$ cat config.mk
export PLATFORM = sky130hd
export DESIGN_NAME = bitrev_agu
export DESIGN_NICKNAME = d
export VERILOG_FILES = /design/src/rtl/bitrev_agu_pkg.sv /design/src/rtl/bitrev_seq.sv /design/src/rtl/bitrev_index.sv /design/src/rtl/bitrev_addr.sv /design/src/rtl/bitrev_agu.sv
export SDC_FILE = /design/constraint.sdc
export NUM_CORES = 1
export LEC_CHECK = 0
export BUFFER_PORTS_ARGS = -buffer_cell sky130_fd_sc_hd__buf_2
export CAP_MARGIN = 10
export CORE_MARGIN = 2
export CORE_UTILIZATION = 50
export CTS_CLUSTER_SIZE = 12
export DETAILED_ROUTE_END_ITERATION = 16
export PLACE_DENSITY = 0.77
export SYNTH_ARGS = -nofsm -noshare
export SYNTH_HDL_FRONTEND = slang
export SYNTH_SLANG_ARGS = --single-unit
export TNS_END_PERCENT = 20
$ cat constraint.sdc
create_clock -name clk_i -period 10.91 [get_ports clk_i]
set_input_delay 1.6365 -clock clk_i [delete_from_list [all_inputs] [get_ports clk_i]]
set_output_delay 1.6365 -clock clk_i [all_outputs]
set_load 0.03 [all_outputs]
$ cat src/rtl/bitrev_agu_pkg.sv
package bitrev_agu_pkg;

  typedef enum logic {
    SEQ_IDLE = 1'b0,
    SEQ_RUN  = 1'b1
  } seq_state_e;

  function automatic logic is_pow2(input int unsigned v);
    return (v != 0) && ((v & (v - 1)) == 0);
  endfunction

endpackage

$ cat src/rtl/bitrev_seq.sv
module bitrev_seq
  import bitrev_agu_pkg::*;
#(
  parameter int MAX_VL = 64,
  localparam int IDX_W = $clog2(MAX_VL),
  localparam int VL_W  = IDX_W + 1,
  localparam int LG_W  = $clog2(VL_W)
) (
  input  logic             clk_i,
  input  logic             rst_ni,
  input  logic             start_i,
  input  logic [VL_W-1:0]  vl_i,
  input  logic             ready_i,
  output logic             accept_o,
  output logic             valid_o,
  output logic [IDX_W-1:0] idx_o,
  output logic [LG_W-1:0]  lg_o,
  output logic             last_o,
  output logic             done_o,
  output logic             err_o
);

  seq_state_e       state_q;
  logic [IDX_W-1:0] idx_q, vlm1_q;
  logic [LG_W-1:0]  lg_q, lg_d;
  logic             done_q, err_q, vl_ok;

  assign vl_ok = is_pow2(32'(vl_i)) && (vl_i <= VL_W'(MAX_VL));

  always_comb begin
    lg_d = '0;
    for (int k = 0; k < VL_W; k++)
      if (vl_i[k]) lg_d = LG_W'(k);
  end

  assign accept_o = (state_q == SEQ_IDLE) && start_i && vl_ok;
  assign valid_o  = (state_q == SEQ_RUN);
  assign last_o   = (idx_q == vlm1_q);

  always_ff @(posedge clk_i or negedge rst_ni) begin
    if (!rst_ni) begin
      state_q <= SEQ_IDLE;
      idx_q   <= '0;
      vlm1_q  <= '0;
      lg_q    <= '0;
      done_q  <= 1'b0;
      err_q   <= 1'b0;
    end else begin
      done_q <= 1'b0;
      err_q  <= 1'b0;
      unique case (state_q)
        SEQ_IDLE: begin
          if (start_i) begin
            if (vl_ok) begin
              state_q <= SEQ_RUN;
              idx_q   <= '0;
              vlm1_q  <= IDX_W'(vl_i - 1'b1);
              lg_q    <= lg_d;
            end else begin
              err_q <= 1'b1;
            end
          end
        end
        SEQ_RUN: begin
          // start_i ignored here
          if (ready_i) begin
            if (last_o) begin
              state_q <= SEQ_IDLE;
              done_q  <= 1'b1;
            end else begin
              idx_q <= idx_q + 1'b1;
            end
          end
        end
        default: state_q <= SEQ_IDLE;
      endcase
    end
  end

  assign idx_o  = idx_q;
  assign lg_o   = lg_q;
  assign done_o = done_q;
  assign err_o  = err_q;

  assert_done_after_last_R9: assert property (@(posedge clk_i) disable iff (!rst_ni)
    valid_o && ready_i && last_o |=> done_o && !valid_o);
  assert_done_single_R9: assert property (@(posedge clk_i) disable iff (!rst_ni)
    done_o |=> !done_o);
  assert_elem_step_R7: assert property (@(posedge clk_i) disable iff (!rst_ni)
    valid_o && ready_i && !last_o |=> valid_o && (idx_o == $past(idx_o) + 1'b1));
  assert_hold_R8: assert property (@(posedge clk_i) disable iff (!rst_ni)
    valid_o && !ready_i |=> valid_o && $stable(idx_o));
  assert_err_no_valid_R10: assert property (@(posedge clk_i) disable iff (!rst_ni)
    err_o |-> !valid_o);

endmodule

$ cat src/rtl/bitrev_index.sv
module bitrev_index #(
  parameter int IDX_W = 6,
  localparam int LG_W = $clog2(IDX_W + 1)
) (
  input  logic [IDX_W-1:0] idx_i,
  input  logic [LG_W-1:0]  lg_i,
  output logic [IDX_W-1:0] rev_o
);

  logic [IDX_W-1:0] full_rev;

  for (genvar b = 0; b < IDX_W; b++) begin : g_rev
    assign full_rev[b] = idx_i[IDX_W-1-b];
  end

  // reversal over lg_i bits = full reversal moved down by the unused width
  assign rev_o = full_rev >> (LG_W'(IDX_W) - lg_i);

endmodule

$ cat src/rtl/bitrev_addr.sv
module bitrev_addr #(
  parameter int ADDR_W = 64,
  parameter int DISP_W = 16,
  parameter int IDX_W  = 6,
  parameter int SH_W   = 3,
  localparam int AMT_W = SH_W + 1
) (
  input  logic [ADDR_W-1:0] base_i,
  input  logic              base_zero_i,
  input  logic [DISP_W-1:0] disp_i,
  input  logic              esize_dw_i,
  input  logic [SH_W-1:0]   shift_i,
  input  logic [IDX_W-1:0]  rev_i,
  output logic [ADDR_W-1:0] addr_o
);

  logic [ADDR_W-1:0] disp_ext, scaled, offs, base_eff;
  logic [AMT_W-1:0]  amt;

  assign disp_ext = {{(ADDR_W-DISP_W){disp_i[DISP_W-1]}}, disp_i};
  assign scaled   = disp_ext * ADDR_W'(rev_i);
  // element size folded into the shift: 4 B -> +2, 8 B -> +3
  assign amt      = {1'b0, shift_i} + (esize_dw_i ? AMT_W'(3) : AMT_W'(2));
  assign offs     = scaled << amt;
  assign base_eff = base_zero_i ? '0 : base_i;
  assign addr_o   = base_eff + offs;

endmodule

$ cat src/rtl/bitrev_agu.sv
module bitrev_agu
  import bitrev_agu_pkg::*;
#(
  parameter int MAX_VL = 64,
  parameter int ADDR_W = 64,
  parameter int DISP_W = 16,
  parameter int SH_W   = 3,
  localparam int IDX_W = $clog2(MAX_VL),
  localparam int VL_W  = IDX_W + 1,
  localparam int LG_W  = $clog2(VL_W)
) (
  input  logic              clk_i,
  input  logic              rst_ni,
  input  logic              start_i,
  input  logic [ADDR_W-1:0] base_i,
  input  logic              base_zero_i,
  input  logic [DISP_W-1:0] disp_i,
  input  logic              esize_dw_i,
  input  logic [VL_W-1:0]   vl_i,
  input  logic [SH_W-1:0]   shift_i,
  output logic              valid_o,
  input  logic              ready_i,
  output logic [IDX_W-1:0]  elem_o,
  output logic [IDX_W-1:0]  rev_o,
  output logic [ADDR_W-1:0] addr_o,
  output logic              done_o,
  output logic              err_o
);

  logic              accept, last;
  logic [IDX_W-1:0]  idx, rev;
  logic [LG_W-1:0]   lg;
  logic [ADDR_W-1:0] base_q;
  logic              bz_q, dw_q;
  logic [DISP_W-1:0] disp_q;
  logic [SH_W-1:0]   sh_q;

  bitrev_seq #(.MAX_VL(MAX_VL)) u_seq (
    .clk_i    (clk_i),
    .rst_ni   (rst_ni),
    .start_i  (start_i),
    .vl_i     (vl_i),
    .ready_i  (ready_i),
    .accept_o (accept),
    .valid_o  (valid_o),
    .idx_o    (idx),
    .lg_o     (lg),
    .last_o   (last),
    .done_o   (done_o),
    .err_o    (err_o)
  );

  always_ff @(posedge clk_i or negedge rst_ni) begin
    if (!rst_ni) begin
      base_q <= '0;
      bz_q   <= 1'b0;
      disp_q <= '0;
      dw_q   <= 1'b0;
      sh_q   <= '0;
    end else if (accept) begin
      base_q <= base_i;
      bz_q   <= base_zero_i;
      disp_q <= disp_i;
      dw_q   <= esize_dw_i;
      sh_q   <= shift_i;
    end
  end

  bitrev_index #(.IDX_W(IDX_W)) u_index (
    .idx_i (idx),
    .lg_i  (lg),
    .rev_o (rev)
  );

  bitrev_addr #(
    .ADDR_W (ADDR_W),
    .DISP_W (DISP_W),
    .IDX_W  (IDX_W),
    .SH_W   (SH_W)
  ) u_addr (
    .base_i      (base_q),
    .base_zero_i (bz_q),
    .disp_i      (disp_q),
    .esize_dw_i  (dw_q),
    .shift_i     (sh_q),
    .rev_i       (rev),
    .addr_o      (addr_o)
  );

  assign elem_o = idx;
  assign rev_o  = rev;

  assert_rev_range_R4: assert property (@(posedge clk_i) disable iff (!rst_ni)
    valid_o |-> ((rev_o >> lg) == '0));
  assert_addr_hold_R8: assert property (@(posedge clk_i) disable iff (!rst_ni)
    valid_o && !ready_i |=> $stable(addr_o) && $stable(rev_o));
  assert_cfg_kept_R11: assert property (@(posedge clk_i) disable iff (!rst_ni)
    valid_o && start_i |=> $stable(base_q) && $stable(disp_q) && $stable(sh_q));

endmodule

==> results.toml <==
[route]
routed_wirelength_um = 37800
dr_wl_met2_um = 19300
drc = 0
firstDrtPassIters = 6
drt-met1-wl_um = 15600
drtIter0Drc = 885
top_layer = "met5"
postRouteAntennaNets = 0
dr_wl_met3_um = 1910
wl_per_cell_um = 17.1
vias = 12700
viasPerCell = 5.72

[sta]
finalSetupViolations = 0
slew_headroom = 0.232
finalHoldViolCount = 0
timing.fmax_mhz = 93.3
period_share = 0.982
fin_skew_ns = 0.0109
fin_crit_ns = 10.71
hold_slack_ns = 0.501
worst_pin_slew_ns = 1.15
fin_setup_tns_ns = 0
report.final.slew_viol_count = 0

[global_routing]
overflow = 0
grt_pass1_wl_um = 59600
grt_pass1_vias = 12500
antenna_found_initial = 3
grt_max_degree = 65
grtUsageTotal = 0.250

[placed_design]
dp_cells = 2157
dp_hpwl_um = 28700
gp_congestion = 0.927
io_buffers = 174
placed_area_sq_mm = 0.0152

[critical_path]
cp-end-kind = "primary output"
cp_common_cell = "fa_1"
cp-startpoint = "u_seq.lg_o[0]$_DFFE_PN0P_"
required_ns = 9.27
slowest_stage = "fa_1"
rr_startpoint = "u_seq.valid_o$_DFF_PN0_"
worstSetupStartpointType = "flop"
critPathMaxStageDelay_ns = 0.55
cp_max_fo = 8
crit_type = "reg2out"
cp.arrival_ns = 9.08

[power]
pwr_density_cell_mw_per_mm2 = 331
power_frac_clock = 0.063
p_seq_frac = 0.106
vdd_ir_drop_max_v = 0.000239
p_sw_frac = 0.568
switchingPower_mw = 3.11
p_leak_nw = 8.08
p_int_mw = 2.37
p_comb_frac = 0.832

[floorplanning]
die_w_um = 171
start_util = 0.505
io_pins = 175
die_h_um = 171
core_area_sq_mm = 0.0276
rows = 61
dieArea_sq_mm = 0.0293

[clock_network]
cts.clk_slew.worst_paths_ns = 0.08
clock_latency_ns = 0.38
root_buffer = "clkbuf_16"
numCtsBuffers = 9
cts.sink_count = 103
htree_levels = 3
cts_tree = "done"
cts_buffer_depth = 2
postCtsHoldBufs = 0

[logic_synthesis]
syn_area_sq_mm = 0.0140
ys_seq_area_frac = 0.185
synth.net_count = 1944
synthCells = 1654
ys_ff_latch = 103
ys_warn_count = 0
synthArstFlopShare = 1.00
synth_edf_count = 0
syn_area_per_cell_sq_um = 8.44
ys_types = 93
synthFlopType = "dfrtp_1"

[cells_and_area]
drive_above_1_share = 0.271
fin_cells = 2216
nNetsFinal = 2122
fillCellCount = 2412
final_common_cell = "buf_2"
final_cell_mix = "buf_2, inv_1, nand2_1"
area_growth_pct = 18.7
final_design_area_no_fill_sq_mm = 0.0166

[hold_path]
hold_start = "base_q[0]$_DFFE_PN0P_"
hold_class = "reg2reg"

[flow_run]
drv_cap = 0

[status]
status = "finished, final reports clean"
[metal layers]
layer	vias up	global-route usage
met1	6084	0.302
li1	6108	-
met4	6	0.0733
met3	96	0.0442
met5	-	0
met2	384	0.454
[synthesized netlist by cell type, types with 5 or more instances]
master / n / share of area
a211o_1: 5 / 0.0031
o21a_1: 23 / 0.012
a31oi_1: 18 / 0.0081
xnor2_1: 59 / 0.037
a21boi_0: 7 / 0.0038
nand2_1: 127 / 0.034
and3_1: 10 / 0.0045
inv_1: 129 / 0.035
dfrtp_1: 103 / 0.18
or2_2: 5 / 0.0022
o221ai_1: 5 / 0.0031
clkbuf_1: 62 / 0.017
mux2i_1: 30 / 0.022
nand2b_1: 13 / 0.0058
fa_1: 68 / 0.098
o211ai_1: 9 / 0.0048
o21bai_1: 12 / 0.0065
ha_1: 126 / 0.11
o31ai_1: 6 / 0.0032
nand4_1: 19 / 0.0085
nor2b_1: 75 / 0.034
mux2_2: 90 / 0.073
a211oi_1: 16 / 0.0086
or3_1: 10 / 0.0045
nand3_1: 31 / 0.011
buf_6: 5 / 0.0040
nor2_1: 109 / 0.029
o21ai_0: 68 / 0.024
a221oi_1: 6 / 0.0038
nor3_1: 35 / 0.013
and2_1: 91 / 0.041
o22ai_1: 8 / 0.0036
a21oi_1: 106 / 0.038
a21o_1: 33 / 0.018
a41oi_1: 6 / 0.0038
o21ai_1: 7 / 0.0025
xor2_1: 28 / 0.018
[power groups by stage]
stage | logic (mW) | registers (mW) | clock network (mW)
after floorplan | 3.08 | 0.555 | 0
after global placement | 4.02 | 0.575 | 0
after detailed placement | 4.07 | 0.581 | 0
after CTS | 4.10 | 0.575 | 0.353
after global routing | 4.94 | 0.594 | 0.367
final | 4.56 | 0.578 | 0.344
[final cells by class]
type	instances	area, sq um	share of cell area
Clock inverter	7	85.1	0.00514
Antenna cell	1	2.50	0.000151
Multi-Input combinational cell	1341	11200	0.679
Clock buffer	9	225	0.0136
Tap cell	378	473	0.0286
Timing Repair Buffer	246	1460	0.0881
Sequential cell	103	2580	0.156
Inverter	131	492	0.0297
[critical path, delay by kind of cell, from the launching register on]
kind	cells	cell delay, ns
AO/OA/AOI/OAI	16	3.24
buffers and inverters	7	0.92
flip-flops	1	0.48
AND/OR/NAND/NOR	3	0.75
adder cells (fa/ha/maj)	7	2.87
XOR/XNOR	2	0.40
[repair_timing]
action,CTS,global route
endpoints found under the setup margin,16,32
gates resized for setup,10,144
pin swaps,0,59
buffers inserted,0,41
cloned,0,1
[state kept, by name (all words and copies together) (netlist names), 3 cells and up]
| register | count |
|---|---|
| base_q | 64 |
| disp_q | 16 |
| sh_q | 3 |
| u_seq.idx_o | 6 |
| u_seq.lg_o | 3 |
| u_seq.vlm1_q | 6 |
[path summary, 6_finish.rpt]
check                                   endpoint  slack [ns]  cells past startpoint
max in group asynchronous       bz_q$_DFFE_PN0P_        8.38                      2
min reg2reg                base_q[0]$_DFFE_PN0P_        0.50                      1
max                                   addr_o[60]        0.20                     35
min                        base_q[0]$_DFFE_PN0P_        0.50                      1
max reg2reg                base_q[6]$_DFFE_PN0P_        8.52                      3
min in group asynchronous  base_q[7]$_DFFE_PN0P_        1.23                      1
[logic make-up (layout without fill, tap and decap cells)]
family / Yosys count / count (layout) / share of synthesized area
buffers and inverters: 210 / 393 / 0.0609
other: 0 / 1 / 0
XOR/XNOR: 88 / 88 / 0.0558
adder cells (fa/ha/maj): 194 / 194 / 0.210
AND/OR/NAND/NOR: 555 / 555 / 0.204
AO/OA/AOI/OAI: 380 / 380 / 0.184
flip-flops: 103 / 103 / 0.185
multiplexers: 124 / 124 / 0.101
[metrics by stage]
stage          total power, mW   util  worst slack [ns]
2_1_floorplan             3.63      -             0.283
3_3_place_gp              4.60  0.550             0.227
3_5_place_dp              4.65  0.550            0.0687
4_1_cts                   5.03  0.563            0.0117
5_1_grt                   5.90  0.599            -0.106
6_report                  5.48  0.599             0.197
(Power assumes the default switching activity.)
